$ cat config.mk
export PLATFORM = sky130hd
export DESIGN_NAME = pelem_vshift
export DESIGN_NICKNAME = d
export VERILOG_FILES = /design/src/rtl/vshift_pkg.sv /design/src/rtl/vshift_elem.sv /design/src/rtl/vshift_core.sv /design/src/rtl/pelem_vshift.sv
export SDC_FILE = /design/constraint.sdc
export NUM_CORES = 2
export LEC_CHECK = 0
export BUFFER_PORTS_ARGS = -buffer_cell sky130_fd_sc_hd__buf_4
export CORE_ASPECT_RATIO = 1.25
export CORE_MARGIN = 10
export CORE_UTILIZATION = 25
export DETAILED_ROUTE_END_ITERATION = 16
export GPL_TIMING_DRIVEN = 1
export MAX_ROUTING_LAYER = met4
export PLACE_DENSITY = 0.46
export REMOVE_ABC_BUFFERS = 1
export SLEW_MARGIN = 20
export SYNTH_ARGS = -nofsm -noshare
export SYNTH_HDL_FRONTEND = slang
export SYNTH_SLANG_ARGS = --single-unit
$ cat constraint.sdc
create_clock -name clk -period 2.5 [get_ports clk]
set_input_delay 0.25 -clock clk [delete_from_list [all_inputs] [get_ports clk]]
set_output_delay 0.25 -clock clk [all_outputs]
set_load 0.005 [all_outputs]
$ cat src/rtl/vshift_pkg.sv
package vshift_pkg;
   typedef enum logic [1:0] {
      OP_SHL = 2'd0,
      OP_SHR = 2'd1,
      OP_SAR = 2'd2,
      OP_RSV = 2'd3
   } sh_op_e;

   localparam int unsigned NARROW_EW = 32;
   localparam int unsigned WIDE_EW   = 64;
endpackage

$ cat src/rtl/vshift_elem.sv
// One element shifter. HAS_SAR selects whether the arithmetic variant exists.
module vshift_elem
   import vshift_pkg::*;
#(
   parameter int unsigned EW      = 32,
   parameter bit          HAS_SAR = 1'b1
) (
   input  logic [EW-1:0] d,
   input  logic [EW-1:0] c,
   input  sh_op_e        op,
   output logic [EW-1:0] r
);
   localparam int unsigned SW = $clog2(EW);

   if (EW < 2 || (1 << SW) != EW) begin : g_bad_ew
      $error("vshift_elem: EW must be a power of two >= 2");
   end

   logic          big;
   logic [SW-1:0] amt;
   logic [EW-1:0] sar_r;

   // Count is unsigned over the whole element: any high bit set saturates.
   assign big = |c[EW-1:SW];
   assign amt = c[SW-1:0];

   if (HAS_SAR) begin : g_sar
      always_comb begin
         if (big) sar_r = {EW{d[EW-1]}};
         else     sar_r = EW'($signed(d) >>> amt);
      end
   end else begin : g_nosar
      assign sar_r = '0;
   end

   always_comb begin
      unique case (op)
         OP_SHL:  r = big ? '0 : (d << amt);
         OP_SHR:  r = big ? '0 : (d >> amt);
         OP_SAR:  r = sar_r;
         default: r = '0;
      endcase
   end
endmodule

$ cat src/rtl/vshift_core.sv
// Combinational vector datapath: two lane arrays, element-size select,
// narrow-mode clearing and illegal-combination detection.
module vshift_core
   import vshift_pkg::*;
#(
   parameter int unsigned VEC_W = 256
) (
   input  sh_op_e           op,
   input  logic             esz,
   input  logic             wide,
   input  logic [VEC_W-1:0] data,
   input  logic [VEC_W-1:0] cnt,
   output logic [VEC_W-1:0] res,
   output logic             illegal
);
   localparam int unsigned NARROW_W = VEC_W / 2;
   localparam int unsigned N32      = VEC_W / NARROW_EW;
   localparam int unsigned N64      = VEC_W / WIDE_EW;

   if (VEC_W < 128 || (VEC_W % 128) != 0) begin : g_bad_vec
      $error("vshift_core: VEC_W must be a multiple of 128");
   end

   logic [VEC_W-1:0] r32, r64, sel;

   for (genvar i = 0; i < N32; i++) begin : g_e32
      vshift_elem #(.EW(NARROW_EW), .HAS_SAR(1'b1)) u_e (
         .d  (data[i*NARROW_EW +: NARROW_EW]),
         .c  (cnt [i*NARROW_EW +: NARROW_EW]),
         .op (op),
         .r  (r32 [i*NARROW_EW +: NARROW_EW])
      );
   end

   for (genvar j = 0; j < N64; j++) begin : g_e64
      vshift_elem #(.EW(WIDE_EW), .HAS_SAR(1'b0)) u_e (
         .d  (data[j*WIDE_EW +: WIDE_EW]),
         .c  (cnt [j*WIDE_EW +: WIDE_EW]),
         .op (op),
         .r  (r64 [j*WIDE_EW +: WIDE_EW])
      );
   end

   assign illegal = (op == OP_RSV) || (op == OP_SAR && esz);
   assign sel     = esz ? r64 : r32;

   always_comb begin
      if (illegal)   res = '0;
      else if (wide) res = sel;
      else           res = {{(VEC_W-NARROW_W){1'b0}}, sel[NARROW_W-1:0]};
   end
endmodule

$ cat src/rtl/pelem_vshift.sv
module pelem_vshift
   import vshift_pkg::*;
#(
   parameter int unsigned VEC_W = 256
) (
   input  logic             clk,
   input  logic             rst_n,
   input  logic             in_valid,
   input  logic [1:0]       in_op,
   input  logic             in_esz,
   input  logic             in_wide,
   input  logic [VEC_W-1:0] in_data,
   input  logic [VEC_W-1:0] in_cnt,
   output logic             out_valid,
   output logic             out_illegal,
   output logic [VEC_W-1:0] out_data
);
   logic [VEC_W-1:0] res;
   logic             illegal;

   vshift_core #(.VEC_W(VEC_W)) u_core (
      .op      (sh_op_e'(in_op)),
      .esz     (in_esz),
      .wide    (in_wide),
      .data    (in_data),
      .cnt     (in_cnt),
      .res     (res),
      .illegal (illegal)
   );

   always_ff @(posedge clk) begin
      if (!rst_n) begin
         out_valid   <= 1'b0;
         out_illegal <= 1'b0;
         out_data    <= '0;
      end else begin
         out_valid <= in_valid;
         if (in_valid) begin
            out_illegal <= illegal;
            out_data    <= res;
         end
      end
   end
endmodule

==> impl_metrics.py <==
metrics = {
    "outcome": {
        "outcome": "complete, but fails checks",
        "violations": "setup timing",
    },
    "sta": {
        "post-route-min-period_ns": 2.59,
        "final_hold_viol_count": 0,
        "final.period_utilization": 1.03,
        "slew_headroom": 0.288,
        "hold_slack_ns": 0.0552,
        "tns_ns": -0.103,
        "maxSlewViolCount": 0,
        "skew_ns": 0,
        "worstMarginPinSlew_ns": 1.06,
        "setup_ws_ns": -0.0858,
        "finalSetupViolations": 2,
        "fmax_mhz": 387,
    },
    "worst_setup_path": {
        "r2r_slack_ns": 0.89,
        "slowest_delay_ns": 0.46,
        "worstSetupPathType": "in -> reg",
        "crit_slowest_cell": "o22ai_1",
        "end_kind": "flip-flop",
        "path_cells": "buf_6 > buf_12 > mux2i_1 > buf_4 > or2_2 > o21ai_0 > a21oi_1 > buf_4 > o22ai_1 > o21ai_0 > a31oi_1 > a21o_1",
        "required_ns": 3.14,
        "worstPathMaxFanout": 19,
        "worst_setup_path_start_kind": "input port",
        "worstPathArrival_ns": 3.22,
    },
    "worst_hold_path": {
        "hold_class": "in -> reg",
    },
    "cts": {
        "insertion_delay_ns": 0.71,
        "h-tree-depth": 2,
        "cts_root_buf": "clkbuf_16",
        "path_clk_slew_ns": 0.06,
        "cts_buffers": 44,
        "cts_tree": "built",
        "clockBufferDepth": 3,
        "cts_num_sinks": 258,
    },
    "finish": {
        "postLayoutCellArea_sq_um": 101000,
        "area_growth_pct": 56.1,
        "final_cells": 15000,
        "drive_gt1_frac": 0.470,
        "nets": 12100,
    },
    "logic_synthesis": {
        "synthDistinctLibCells": 93,
        "synth_top_cells_by_area": "mux4_2, mux2i_1, dfxtp_1",
        "seq_area_frac_synth": 0.0796,
        "synthesis.area_sq_um": 64900,
        "synth_common_cells": "nor2_1, nand2_1, mux4_2",
        "yosysMostFrequentCell": "nor2_1",
        "synth_ff_type": "dfxtp_1",
        "ys_warn_count": 0,
        "postSynthCellCount": 8240,
        "avgSynthCellArea_sq_um": 7.87,
        "async_flop_share": 0,
        "synth_edf_count": 0,
        "yosys.area.top_type": "mux4_2",
        "synth_top_area_share": 0.241,
        "ys_ff_latch": 258,
    },
    "power_and_ir_drop": {
        "p_comb_frac": 0.658,
        "clkPwrFrac": 0.218,
        "p_seq_frac": 0.124,
        "p_leak_nw": 43.7,
        "finalPower_mw": 34.5,
        "internal_power_mw": 18.5,
        "p_sw_mw": 15.9,
        "p_per_area_nw_per_um2": 340,
        "max-vdd-ir-drop_uv": 631,
        "switching_share": 0.462,
    },
    "detailed_routing": {
        "antenna_left": 0,
        "vias": 91500,
        "first_pass_iters": 8,
        "wirelength_um": 559000,
        "drt_iter0_markers": 11000,
        "post_drt_wl_per_cell_um": 37.2,
        "drcViolationCount": 0,
        "vias_per_cell": 6.09,
    },
    "global_route": {
        "grt_pass1_vias": 90700,
        "grt_pass1_wl_um": 758000,
        "grt_util_all_layers": 0.389,
        "grt_max_degree": 69,
        "antenna_found_initial": 20,
        "overflow": 0,
    },
    "placed_design": {
        "gp_congestion": 1.05,
        "port_buffers": 776,
        "hpwl_um": 467000,
        "placed_area_sq_um": 99300,
        "dp.cells": 14900,
    },
    "floorplan": {
        "io_pins": 777,
        "dieWidth_um": 476,
        "start_util": 0.251,
        "coreArea_sq_um": 259000,
        "rows": 209,
        "die_area_sq_um": 280000,
        "die_h_um": 590,
    },
    "flow_run": {
        "drv_cap": 0,
    },
}
area by class of cell:
cell class,instances,area (sq um)
Clock buffer,56,1230
Clock inverter,24,363
Tap cell,3376,4220
Fill cell,27200,158000
Antenna cell,13,32.5
Timing Repair Buffer,4295,34700
Sequential cell,258,5160
Inverter,56,215
Multi-Input combinational cell,6951,55400
flip-flops by register name, summed over array words and instances (netlist names):
signal and flops:
out_data 256, out_illegal 1, out_valid 1
through the flow:
stage | util | setup slack, ns
2_1_floorplan | - | -5.27
3_3_place_gp | 0.384 | -1.38
3_5_place_dp | 0.384 | -1.17
4_1_cts | 0.390 | 0.00150
5_1_grt | 0.391 | -0.0136
6_report | 0.391 | -0.0858
layer usage:
layer / wire (um) / track usage / up-vias
met5: 0 / - / -
met4: 46200 / 0.249 / 0
met3: 38500 / 0.0508 / 1240
met2: 256000 / 0.613 / 5178
met1: 218000 / 0.467 / 46100
li1: - / - / 39000
worst max-delay path, delay by kind of cell:
kind	cells	cell delay [ns]
buf+inv	4	0.79
compound gates	6	1.77
mux	1	0.11
simple gates	1	0.28
power by group through the flow:
stage               clock network [mW]  registers [mW]  logic, mW
finish                            7.53            4.27       22.7
global route                      7.68            4.26       23.3
CTS                               7.61            4.27       22.1
detailed placement                   0            4.36       21.9
global placement                     0            4.36       22.0
floorplan                            0            4.29       7.66
path summary, 6_finish.rpt:
check / start / depth (start not counted) / end
setup reg to reg: out_data[40]$_SDFFE_PN0P_ / 6 / out_data[40]$_SDFFE_PN0P_
hold / removal: in_esz / 4 / out_data[146]$_SDFFE_PN0P_
hold reg to reg: out_data[119]$_SDFFE_PN0P_ / 2 / out_data[119]$_SDFFE_PN0P_
setup / recovery: in_cnt[64] / 12 / out_data[93]$_SDFFE_PN0P_
cells in the final DEF (no fill, tap or decap), types with 44 or more instances in the layout:
cell type,synthesis,routed
a221o_1,60,60
a221oi_1,96,89
mux2_2,259,259
mux2i_1,647,640
o211ai_1,133,133
o22ai_1,106,106
o21ai_0,616,602
clkbuf_16,0,44
nand2_1,969,966
a21oi_1,638,631
a31oi_1,121,119
dfxtp_1,258,258
buf_12,6,190
a22oi_1,63,62
a21o_1,44,44
mux4_1,49,49
a211oi_1,142,138
nand3_1,158,158
nor3_1,142,138
mux4_2,695,695
o221ai_1,47,44
nor4_1,67,66
and2_1,57,57
nor2_1,1052,1044
buf_4,47,4091
a211o_1,45,45
kinds of logic (layout without fill, tap and decap cells):
kind of cell / after synthesis / count (layout) / synth area share
AND/OR/NAND/NOR: 2690 / 2690 / 0.177
buffers and inverters: 1031 / 4431 / 0.0730
flip-flops: 258 / 258 / 0.0796
AO/OA/AOI/OAI: 2609 / 2609 / 0.264
multiplexers: 1650 / 1650 / 0.406
other: 0 / 13 / 0
XOR/XNOR: 2 / 2 / 0.000270
repair_timing:
| item | in CTS | in global routing |
|---|---|---|
| resized for setup | 19 | 60 |
| pin swaps | 2 | 8 |
| setup buffers | 1 | 2 |
| hold buffers | 1 | 0 |
| setup endpoints to repair | 26 | 63 |
| hold endpoints to repair | 1 | 0 |
Note: power is estimated with default switching activity, not from simulation.
